===== config.mk =====
export PLATFORM = sky130hd
export DESIGN_NAME = cmp_flag_unit
export DESIGN_NICKNAME = d
export VERILOG_FILES = /design/src/rtl/cmp_flag_unit.sv
export SDC_FILE = /design/constraint.sdc
export NUM_CORES = 1
export LEC_CHECK = 0
export ABC_AREA = 0
export BUFFER_PORTS_ARGS = -buffer_cell sky130_fd_sc_hd__buf_4
export CAP_MARGIN = 5
export CORE_ASPECT_RATIO = 1.4
export CORE_UTILIZATION = 53
export DETAILED_ROUTE_END_ITERATION = 6
export PLACE_DENSITY = 0.83
export SKIP_CTS_REPAIR_TIMING = 1
export SLEW_MARGIN = 10
export SYNTH_ARGS = -nofsm -noshare
export SYNTH_HDL_FRONTEND = slang
export SYNTH_SLANG_ARGS = --single-unit

===== constraint.sdc =====
create_clock -name clk -period 2.7 [get_ports clk]
set_clock_uncertainty 0.15 [all_clocks]
set_input_delay 0.27 -clock clk [delete_from_list [all_inputs] [get_ports clk]]
set_output_delay 0.27 -clock clk [all_outputs]
set_load 0.1 [all_outputs]

===== src/rtl/cmp_flag_unit.sv =====
module cmp_flag_unit #(
  parameter int W = 8
) (
  input  logic         clk,
  input  logic         rst_n,
  input  logic         tick,
  input  logic [W-1:0] count,
  input  logic         cnt_wr,
  input  logic         wr_en,
  input  logic [1:0]   wr_addr,
  input  logic [W-1:0] wr_data,
  input  logic [1:0]   rd_addr,
  output logic [W-1:0] rd_data,
  input  logic [1:0]   ack,
  output logic [1:0]   irq,
  output logic [1:0]   match,
  output logic         at_top,
  output logic         at_bottom
);
  localparam logic [1:0] A_CMP0 = 2'd0;
  localparam logic [1:0] A_CMP1 = 2'd1;
  localparam logic [1:0] A_FLAG = 2'd2;
  localparam logic [1:0] A_IE   = 2'd3;

  logic [W-1:0] cmp_q [2];
  logic [1:0]   flag_q, ie_q, sup_q;
  logic [1:0]   set_ev, clr_ev, cmp_wr;

  assign at_top    = &count;
  assign at_bottom = ~|count;

  for (genvar i = 0; i < 2; i++) begin : g_ch
    assign match[i]  = (count == cmp_q[i]);
    assign set_ev[i] = tick & match[i] & ~sup_q[i];
    assign clr_ev[i] = ack[i] | (wr_en & (wr_addr == A_FLAG) & wr_data[i]);
    assign cmp_wr[i] = wr_en & (wr_addr == (i == 0 ? A_CMP0 : A_CMP1));

    always_ff @(posedge clk or negedge rst_n) begin
      if (!rst_n) begin
        cmp_q[i]  <= '0;
        flag_q[i] <= 1'b0;
        sup_q[i]  <= 1'b0;
      end else begin
        if (set_ev[i])      flag_q[i] <= 1'b1;
        else if (clr_ev[i]) flag_q[i] <= 1'b0;
        if (cmp_wr[i] | cnt_wr) sup_q[i] <= 1'b1;
        else if (tick)          sup_q[i] <= 1'b0;
        if (cmp_wr[i]) cmp_q[i] <= wr_data;
      end
    end
  end

  always_ff @(posedge clk or negedge rst_n) begin
    if (!rst_n)                            ie_q <= '0;
    else if (wr_en && wr_addr == A_IE)     ie_q <= wr_data[1:0];
  end

  assign irq = flag_q & ie_q;

  always_comb begin
    rd_data = '0;
    case (rd_addr)
      A_CMP0:  rd_data = cmp_q[0];
      A_CMP1:  rd_data = cmp_q[1];
      A_FLAG:  rd_data[1:0] = flag_q;
      default: rd_data[1:0] = ie_q;
    endcase
  end
endmodule



## Word level (Yosys, flattened, before mapping)

Cells that the tools add are included.

| storage, ports and cells | value |
|---|---|
| register bits | 22 |
| output and inout bits | 14 |
| word-level logic and storage cells | 49 |

| cells by class | value |
|---|---|
| eq/ne operators | 7 |
| muxes and demuxes | 9 |
| bitwise logic cells | 16 |
| reduce and logical (&&, ||, !) cells | 10 |

Operator list:

| kind | count |
|---|---|
| == test 8 bit | 2 |
| case mux 6 bit (2 select lines) | 1 |
| bitwise AND 1 bit | 9 |
| AND reduction 8 bit | 1 |
| nonzero test 2 bit | 4 |
| OR reduction 8 bit | 1 |
| two-way mux 1 bit | 7 |
| == test 2 bit (second input constant) | 3 |
| case mux 2 bit (3 select lines) | 1 |
| == test 2 x 1 -> 1 bit (second input constant) | 2 |
| logical NOT 2 bit | 2 |
| OR 1 bit | 4 |
| bitwise AND 2 bit | 1 |
| NOT 1 bit | 2 |
| logical AND 1 bit | 1 |
| logical NOT 1 bit | 1 |

## Depth between registers and ports, before layout

Gate-level depths: netlist of run 1.

| logic depth | value |
|---|---|
| word-level depth | 6 |
| depth in mapped cells | 3 |
| gate-level depth less buffers | 3 |

## Least setup slack after synthesis of run 1

No wires, ideal clock.

| timing | value |
|---|---|
| path type | input-to-output |
| start point | input port count[4] |
| end point | output port at_bottom |
| data arrival time | 2.059 ns |
| setup slack | 0.221 ns |
| stages on the path | 2 |
| path buffers | 0 |
| cells stage by stage | or4_1 > nor2_1 |

| on the way | value |
|---|---|
| longest elaborated chain between the ends | 2 |

Ends and longest elaborated chain:

| what | line | text |
|---|---|---|
| start: declaration | 7 | `input logic [W-1:0] count,` |
| OR reduction 8 bit | 30 | `assign at_bottom = ~\|count;` |
| logical NOT 1 bit | 30 |  |
| end: declaration | 18 | `output logic at_bottom` |

No other way between the ends.

## Final worst setup path of run 1

| timing | value |
|---|---|
| start point | register cmp_q[12] (netlist name) |
| end point | output port match[0] |

| on the way | value |
|---|---|
| longest elaborated chain between the ends | 1 |

Ends and longest elaborated chain:

| what | line | text |
|---|---|---|
| start: declaration | 25 | `logic [W-1:0] cmp_q [2];` |
| start signal: indexed assignment | 48 | `if (cmp_wr[i]) cmp_q[i] <= wr_data;` |
| == test 8 bit | 33 | `assign match[i] = (count == cmp_q[i]);` |
| end: declaration | 16 | `output logic [1:0] match,` |

No other way between the ends.

==> results of run 1 <==
registers in the layout (all words and copies together) (netlist names):
register,cells
cmp_q,16
flag_q,2
ie_q,2
sup_q,2
critical path: stages (launching register included):
cell and delay [ps]:
sky130_fd_sc_hd__dfrtp_1 420, sky130_fd_sc_hd__xnor2_1 200, sky130_fd_sc_hd__nand4_1 160, sky130_fd_sc_hd__nor2_1 160, sky130_fd_sc_hd__buf_4 310
stage by stage:
| step | hold WS, ps | std cells | total power (uW) |
|---|---|---|---|
| 6_report | 33.2 | 165 | 994 |
| 5_1_grt | 29.7 | 165 | 1040 |
| 4_1_cts | -327 | 163 | 996 |
| 3_5_place_dp | 21.4 | 159 | 816 |
| 3_3_place_gp | 18.8 | 159 | 804 |
| 2_1_floorplan | -176 | 99 | 705 |
per-layer routing:
metal,global-route usage,share of wire,up-vias
met1,0.281,0.38,494
li1,-,-,454
met4,0.134,0.021,0
met5,0,0,-
met2,0.466,0.56,32
met3,0.0184,0.040,4
cells by family (layout without fill, tap and decap cells):
kind of cell	count (synthesis)	in the layout	synth area share
buffers and inverters	3	47	0.0103
DFF	22	22	0.452
xor gates and xnor gates	16	16	0.115
AOI/OAI and AO/OA	4	4	0.0267
and+or+nand+nor	28	28	0.143
muxes	26	26	0.253
path summary, 6_finish.rpt:
check                                 from         to  slack, ps
worst max-delay path             cmp_q[12]   match[0]        710
worst min-delay path            wr_data[2]   cmp_q[2]         30
worst max register to register    cmp_q[9]  flag_q[0]       1360
worst min register to register    sup_q[0]  flag_q[0]        330
max in group asynchronous            rst_n   cmp_q[0]       1960
min in group asynchronous            rst_n   cmp_q[8]        210
cell type report:
type | count | area share
clock buffer | 4 | 0.0228
inverter | 1 | 0.00236
multi-input combinational | 74 | 0.411
sequential | 22 | 0.346
tap | 22 | 0.0173
timing repair buffer | 42 | 0.201
cells in the mapped netlist, drive strengths merged:
cell type	count
nand4b	2
o41ai	2
xnor2	16
and2	2
mux2i	6
inv	1
nor3b	1
nand3	1
or4	2
mux2	18
nor2	10
nand4	6
buf	2
mux4	2
nand2	1
dfrtp	22
a21oi	1
a211o	1
nand3b	3
power by group through the flow:
stage | clock [uW] | sequential [uW] | combinational (uW)
floorplan | 0 | 425 | 280
global placement | 0 | 437 | 367
detailed placement | 0 | 440 | 375
CTS | 187 | 433 | 376
global route | 200 | 439 | 398
finish | 186 | 433 | 376
==> reports/metrics.sh, run 1 <==
VIA_COUNT_OF_THE_FIRST_GLOBAL_ROUTING_PASS=959
PLACED_INSTANCE_AREA_UM2=1540
SETUP.WORST_PATH.START_CLASS='register'
AVERAGE_FOOTPRINT_OF_A_SYNTHESIZED_CELL_UM2=12.3
DIE_WIDTH_UM=42.5
GR-TOTAL-OVERFLOW=0
FINAL-MAX-SLEW-VIOLATION-COUNT=0
ROWS=20
ARRIVAL_PS=1570
SHARE_OF_THE_SYNTHESIZED_AREA_IN_THE_TOP_CELL_TYPE=0.452
FINAL_DESIGN_AREA_NO_FILL_UM2=1590
INITIALDRTVIOLATIONCOUNT=26
WORST-R2R-CELL-COUNT=3
CLKLATENCYLATEPIN_PS=320
CLOCK_TREE.ROOT_CELL='sky130_fd_sc_hd__clkbuf_4'
PWR-SHARE-CLK=0.187
POWER.SHARE.SEQUENTIAL=0.435
FINISH.NET_COUNT=171
DIODES=0
SETUP_VIOL=0
POWER.INTERNAL_uW=617
SYNTH.NET_COUNT=126
LAYOUT_COMMON_CELLS='sky130_fd_sc_hd__buf_4 (40), sky130_fd_sc_hd__dfrtp_1 (22), sky130_fd_sc_hd__mux2_2 (18), sky130_fd_sc_hd__xnor2_1 (16), sky130_fd_sc_hd__nor2_1 (10)'
VIA_PER_INST=5.96
DRV_CAP=0
MAXIMUM_NUMBER_OF_PINS_ON_ONE_NET_BEFORE_GLOBAL_ROUTE_REPAIR=23
P_LEAK_uW=0.000704
IO_BUFFERS=40
WORSTHOLDPATHTYPE='primary input to register'
FLOW.AREA_GROWTH_FROM_SYNTHESIS_PCT=30.8
PLACEABLECOREAREA_UM2=2180
CTSHTREEMAXLEVEL=1
TOTALWIRELENGTH_UM=2720
TIMING.FINAL.HOLD_VIOLATIONS=0
PERIOD_NEEDED_PS=1990
ANTENNA_FOUND_INITIAL=0
FINALWEIGHTEDCONGESTION=0.774
SYNTH_CELL_TYPES=21
DETAIL-ROUTE-ANTENNA-NETS=0
DP_HPWL_UM=2120
N_FILL_CELL=150
WORSTPATHMAXFANOUT=3
DP_WORST_SETUP_SLACK_PS=935
FINAL.SETUP.TNS_PS=0
MOST_FREQUENT_STANDARD_CELL_IN_THE_LAYOUT_EXCLUDING_FILL_AND_TAP_CELLS='sky130_fd_sc_hd__buf_4'
DR.PASS1.ITERS=4
RSZ0062_AT_GRT='false'
TIGHTEST_SLEW_PS=535
DIE_H_UM=58.7
SYNTH-SEQ-AREA-SHARE=0.452
ENDPOINT_KIND='output port'
SYNTH.LARGEST_AREA_CELL='sky130_fd_sc_hd__dfrtp_1'
NUMCTSBUFFERS=3
FINAL_UTIL=0.732
MAXCLOCKFREQUENCY_MHz=504
CP_DATA_REQUIRED_TIME_PS=2280
IO-PIN-COUNT=41
SWSHARE=0.380
DRIVE_GT1_FRAC=0.469
COMBPWRFRAC=0.378
YS_TOP_CELLS_BY_AREA='sky130_fd_sc_hd__dfrtp_1 (45%), sky130_fd_sc_hd__mux2_2 (17%), sky130_fd_sc_hd__xnor2_1 (12%)'
CELLPOWERDENSITY_nW_PER_UM2=624
YS_WARN_COUNT=0
DIE_AREA_UM2=2500
FIN_WS_PS=714
CLOCKBUFFERDEPTH=2
STATUS='finished, final reports clean'
GRT_USAGE=0.250
NETLIST_AREA_UM2=1220
START_UTIL=0.559
SWITCHINGPOWER_uW=378
CTS_SINKS=22
SYNTH.FF_LATCH_COUNT=22
CTS.CLK_SLEW.WORST_PATHS_PS=130
AREA.SEQUENTIAL_UM2=551
FINAL_MIN_PERIOD_OVER_CLOCK_PERIOD=0.736
TRITONCTS_CLOCK_TREE='done'
POST_DRT_WL_PER_CELL_UM=16.5
VIA_COUNT=984
POSTSYNTHCELLCOUNT=99
SLEW_HEADROOM=0.643
POST-ROUTE-DRC-COUNT=0
WORST_IR_DROP_VDD_V=0.000374
MULTI_INPUT_AREA_UM2=654
CELL_DEPTH_OF_THE_WORST_HOLD_PATH=2
GLOBAL_ROUTE_WIRE_LENGTH_BEFORE_REPAIR_UM=4460
TIMING_WORST_SETUP_PATH_TYPE='register to output port'
(Power assumes the default switching activity.)
==> run 2, diff against run 1 <==
--- a/config.mk
+++ b/config.mk
@@ -9,9 +9,9 @@
 export BUFFER_PORTS_ARGS = -buffer_cell sky130_fd_sc_hd__buf_4
 export CAP_MARGIN = 5
 export CORE_ASPECT_RATIO = 1.4
-export CORE_UTILIZATION = 53
+export CORE_UTILIZATION = 49
 export DETAILED_ROUTE_END_ITERATION = 6
-export PLACE_DENSITY = 0.83
+export PLACE_DENSITY = 0.78
 export SKIP_CTS_REPAIR_TIMING = 1
 export SLEW_MARGIN = 10
 export SYNTH_ARGS = -nofsm -noshare
==> constraint.sdc (replaced) <==
create_clock -name clk -period 2.1 [get_ports clk]
set_clock_uncertainty 0.15 [all_clocks]
set_input_delay 0.21 -clock clk [delete_from_list [all_inputs] [get_ports clk]]
set_output_delay 0.21 -clock clk [all_outputs]
set_load 0.1 [all_outputs]
==> run 2 against run 1 <==
Against the previous run:
- the flow now finishes with violations (design-rule violations)
- sequential share of layout area down 1.5 points
- die area up 7.8%
- via count down 0.91%
- cell area up 4.4%
- critical path type unchanged
- critical endpoint unchanged
- largest cell class unchanged
==> reports/metrics.sh, run 2 (synthesis results as in run 1) <==
WORST_IR_DROP_VDD_V=0.000467
FIN_WS_PS=219
N_FILL_CELL=187
WORSTPATHMAXFANOUT=3
WORST_R2R_STARTPOINT='cmp_q[13]'
POST-ROUTE-DRC-COUNT=2
TIGHTEST_SLEW_PS=550
HOLDCRITSTARTPOINT='wr_data[1]'
RRSETUPSLACK_PS=730
POST_DRT_WL_PER_CELL_UM=16.6
DIE_AREA_UM2=2690
ANTENNA_FOUND_INITIAL=0
VIA_COUNT_OF_THE_FIRST_GLOBAL_ROUTING_PASS=951
IO_BUFFERS=40
SETUP_VIOL=0
FLOW.AREA_GROWTH_FROM_SYNTHESIS_PCT=36.6
FINALWEIGHTEDCONGESTION=0.769
MAX_FLOP_REGISTER='cmp_q'
INITIALDRTVIOLATIONCOUNT=30
GLOBAL_ROUTE_WIRE_LENGTH_BEFORE_REPAIR_UM=4350
IO-PIN-COUNT=41
VIA_COUNT=975
MAXCLOCKFREQUENCY_MHz=532
FINAL.SETUP.TNS_PS=0
AREA.SEQUENTIAL_UM2=551
GRT_USAGE=0.226
DIE_H_UM=61.0
CLOCK_TREE.ROOT_CELL='sky130_fd_sc_hd__clkbuf_4'
NUMCTSBUFFERS=3
DIODES=0
START_UTIL=0.515
PERIOD_NEEDED_PS=1880
WORST-R2R-CELL-COUNT=3
TRITONCTS_CLOCK_TREE='done'
CELL_DEPTH_OF_THE_WORST_HOLD_PATH=2
FINAL_MIN_PERIOD_OVER_CLOCK_PERIOD=0.896
FINAL-MAX-SLEW-VIOLATION-COUNT=0
FINISH.NET_COUNT=177
DP_HPWL_UM=2170
RSZ0062_AT_GRT='false'
REG2REG_TO='flag_q[0]'
STATUS='finished with violations'
ROWS=21
LAYOUT_COMMON_CELLS='sky130_fd_sc_hd__buf_4 (40), sky130_fd_sc_hd__dfrtp_1 (22), sky130_fd_sc_hd__mux2_2 (18), sky130_fd_sc_hd__xnor2_1 (16), sky130_fd_sc_hd__nor2_2 (9)'
VIOLATIONS='design-rule violations'
CTS.CLK_SLEW.WORST_PATHS_PS=110
P_LEAK_uW=0.000722
ENDPOINT_KIND='output port'
CELLPOWERDENSITY_nW_PER_UM2=749
HOLD_END='ie_q[1]'
MOST_FREQUENT_STANDARD_CELL_IN_THE_LAYOUT_EXCLUDING_FILL_AND_TAP_CELLS='sky130_fd_sc_hd__buf_4'
CTS_SINKS=22
SETUP.WORST_PATH.START_CLASS='register'
DRV_CAP=0
ARRIVAL_PS=1520
CTSHTREEMAXLEVEL=1
GR-TOTAL-OVERFLOW=0
DR.PASS1.ITERS=6
CLOCKBUFFERDEPTH=2
SLEW_HEADROOM=0.633
DRIVE_GT1_FRAC=0.507
WORSTHOLDPATHTYPE='primary input to register'
PLACEABLECOREAREA_UM2=2360
DETAIL-ROUTE-ANTENNA-NETS=0
CLKLATENCYLATEPIN_PS=310
MULTI_INPUT_AREA_UM2=677
TIMING_WORST_SETUP_PATH_TYPE='register to output port'
LARGEST_REGISTER_FFS=16
MAXIMUM_NUMBER_OF_PINS_ON_ONE_NET_BEFORE_GLOBAL_ROUTE_REPAIR=23
DP_WORST_SETUP_SLACK_PS=455
CP_DATA_REQUIRED_TIME_PS=1740
FINALPOWER_uW=1250
DIE_WIDTH_UM=44.1
TIMING.FINAL.HOLD_VIOLATIONS=0
VIA_PER_INST=5.70
TOTALWIRELENGTH_UM=2840
==> run 2: through the flow <==
stage | cell area, um2 | instances | util | hold slack, ps
2_1_floorplan | 1240 | 99 | - | -236
3_3_place_gp | 1560 | 160 | 0.660 | -40.3
3_5_place_dp | 1560 | 160 | 0.660 | -31.1
4_1_cts | 1580 | 163 | 0.669 | -378
5_1_grt | 1660 | 171 | 0.703 | 14.8
6_report | 1660 | 171 | 0.703 | 13.9
==> run 2: cell type report <==
cell class,instances,area share
timing repair buffer,48,0.229
sequential,22,0.331
tap,23,0.0173
multi-input combinational,74,0.407
clock buffer,3,0.0135
inverter,1,0.00226
==> run 2: routing by layer <==
layer / part of all wire / global-route usage
met1: 0.43 / 0.291
met3: 0.038 / 0.0208
met2: 0.52 / 0.384
met5: 0 / 0
met4: 0.014 / 0.104
==> run 2: how the worst max path moves through the flow <==
stage                endpoint       from
CTS                  match[0]  cmp_q[11]
finish               match[0]  cmp_q[13]
global route         match[1]   cmp_q[6]
floorplan              at_top   count[7]
global placement    at_bottom   count[4]
detailed placement  at_bottom   count[4]
==> run 2: power breakdown <==
group          leakage, uW  internal, uW  switching, uW
registers         0.000262           492           62.3
clock network    0.0000138          67.0            120
logic             0.000446           205            299
==> run 2: worst max-delay path: stages, from the launching register on <==
cell	delay, ps
sky130_fd_sc_hd__dfrtp_1	430
sky130_fd_sc_hd__xnor2_1	170
sky130_fd_sc_hd__nand4_1	190
sky130_fd_sc_hd__nor2_2	140
sky130_fd_sc_hd__buf_4	290
==> run 3, diff against run 2 <==
--- a/config.mk
+++ b/config.mk
@@ -9,9 +9,8 @@
 export BUFFER_PORTS_ARGS = -buffer_cell sky130_fd_sc_hd__buf_4
 export CAP_MARGIN = 5
 export CORE_ASPECT_RATIO = 1.4
-export CORE_UTILIZATION = 49
+export CORE_UTILIZATION = 25
 export DETAILED_ROUTE_END_ITERATION = 6
-export PLACE_DENSITY = 0.78
 export SKIP_CTS_REPAIR_TIMING = 1
 export SLEW_MARGIN = 10
 export SYNTH_ARGS = -nofsm -noshare
==> run 3 against run 2 <==
Against the previous run:
- the run now ends clean
- power is 8.7% higher
- setup slack better by 35 ps
- non-clock buffer count is 6 lower
- combinational power decreased by 2%
- via count decreased by 1.7%
- sequential power about the same
- first-iteration DRC count down 37%
- clock power grew 63%
- register-to-register slack worse by 120 ps
- critical path depth unchanged
- core utilization fell by 34 points
- global-route usage is 9.7 points lower
- largest cell class unchanged
==> reports/metrics.sh, run 3 (synthesis results as in run 1) <==
STATUS='finished, final reports clean'
FINAL_MIN_PERIOD_OVER_CLOCK_PERIOD=0.879
DR.PASS1.ITERS=4
VIA_COUNT_OF_THE_FIRST_GLOBAL_ROUTING_PASS=1039
POST-ROUTE-DRC-COUNT=0
MOST_FREQUENT_STANDARD_CELL_IN_THE_LAYOUT_EXCLUDING_FILL_AND_TAP_CELLS='sky130_fd_sc_hd__buf_4'
WORSTPATHMAXFANOUT=3
WORSTHOLDPATHTYPE='primary input to register'
DP.CELLS=199
PLACED_INSTANCE_AREA_UM2=1610
DIE_AREA_UM2=5160
NUMCTSBUFFERS=3
TIMING.FINAL.HOLD_VIOLATIONS=0
FINISH.NET_COUNT=171
INITIALDRTVIOLATIONCOUNT=19
CTS.CLK_SLEW.WORST_PATHS_PS=80
WORST_HOLD_SLACK_PS=32.7
FINALWEIGHTEDCONGESTION=0.753
CLOCK_TREE.ROOT_CELL='sky130_fd_sc_hd__clkbuf_8'
CTSHTREEMAXLEVEL=1
GRT_USAGE=0.129
SETUP_VIOL=0
DIE_H_UM=84.6
TRITONCTS_CLOCK_TREE='done'
DP_HPWL_UM=2350
CLOCKBUFFERDEPTH=2
CP_DATA_REQUIRED_TIME_PS=1740
CTS_SINKS=22
PLACEABLECOREAREA_UM2=4610
FLOW.AREA_GROWTH_FROM_SYNTHESIS_PCT=38.3
VIA_PER_INST=4.67
START_UTIL=0.264
DIE_WIDTH_UM=61.0
ANTENNA_FOUND_INITIAL=0
N_FILL_CELL=478
CELLPOWERDENSITY_nW_PER_UM2=804
LARGEST_REGISTER_FFS=16
FIN_WS_PS=254
ROWS=29
DRV_CAP=0
FINAL.SETUP.TNS_PS=0
MAX_FLOP_REGISTER='cmp_q'
IO-PIN-COUNT=41
GLOBAL_ROUTE_WIRE_LENGTH_BEFORE_REPAIR_UM=4860
ARRIVAL_PS=1490
TIMING_WORST_SETUP_PATH_TYPE='register to output port'
FINAL-MAX-SLEW-VIOLATION-COUNT=0
MAXCLOCKFREQUENCY_MHz=542
DIODES=0
CLKLATENCYLATEPIN_PS=260
PERIOD_NEEDED_PS=1850
DETAIL-ROUTE-ANTENNA-NETS=0
GR-TOTAL-OVERFLOW=0
DRIVE_GT1_FRAC=0.531
TIGHTEST_SLEW_PS=585
FINAL_DESIGN_AREA_NO_FILL_UM2=1680
POST_DRT_WL_PER_CELL_UM=14.9
LAYOUT_COMMON_CELLS='sky130_fd_sc_hd__buf_4 (40), sky130_fd_sc_hd__dfrtp_1 (22), sky130_fd_sc_hd__mux2_2 (18), sky130_fd_sc_hd__xnor2_1 (16), sky130_fd_sc_hd__nor2_2 (9)'
TOTALWIRELENGTH_UM=3050
DP_WORST_SETUP_SLACK_PS=443
RSZ0062_AT_GRT='false'
VIA_COUNT=958
IO_BUFFERS=40
MAXIMUM_NUMBER_OF_PINS_ON_ONE_NET_BEFORE_GLOBAL_ROUTE_REPAIR=23
SETUP.WORST_PATH.START_CLASS='register'
WORST_IR_DROP_VDD_V=0.000369
P_LEAK_uW=0.000711
SLEW_HEADROOM=0.610
ENDPOINT_KIND='output port'
FINISH.CELL_COUNT_WITHOUT_FILLERS=205
[run 3: changes by cell type in the layout (fill, tap and decap cells not counted), sizes merged]
cell | before | now
clkbuf | 3 | 4
dlygate4sd3 | 8 | 2
[run 3: report_power, final]
part,internal (uW),leakage [uW],switching [uW]
sequential,493,0.000262,63.1
combinational,197,0.000421,297
clock,167,0.0000288,136
total,857,0.000711,496
[run 3: final timing paths]
path / startpoint / endpoint / slack (ps) / depth (start not counted)
hold / removal: wr_data[4] / cmp_q[12] / 30 / 2
hold reg to reg: sup_q[1] / flag_q[1] / 320 / 1
min in group asynchronous: rst_n / cmp_q[6] / 220 / 2
setup reg to reg: cmp_q[13] / flag_q[0] / 610 / 3
setup / recovery: cmp_q[13] / match[0] / 250 / 4
max in group asynchronous: rst_n / cmp_q[8] / 1350 / 2
[run 3: metal layers]
layer / part of all wire / global-route usage / up-vias
met5: 0 / 0 / -
met4: 0.033 / 0.0764 / 0
met3: 0.044 / 0.0200 / 9
met2: 0.52 / 0.217 / 33
met1: 0.40 / 0.149 / 466
li1: - / - / 450
[run 3: area by class of cell]
cell class	instances	area [um2]	area share
clock buffer	4	55.1	0.0327
inverter	1	3.75	0.00223
tap	62	77.6	0.0461
multi-input combinational	74	677	0.402
sequential	22	551	0.327
timing repair buffer	42	320	0.190
[run 3: through the flow]
stage,util,total power [uW]
after floorplan,-,916
after global placement,0.349,1050
after detailed placement,0.349,1060
after CTS,0.361,1370
after global routing,0.365,1420
final,0.365,1350
[run 3: critical path, stage by stage (launching register included)]
cell and delay [ps]:
sky130_fd_sc_hd__dfrtp_1 410, sky130_fd_sc_hd__xnor2_1 200, sky130_fd_sc_hd__nand4_1 180, sky130_fd_sc_hd__nor2_2 140, sky130_fd_sc_hd__buf_4 290
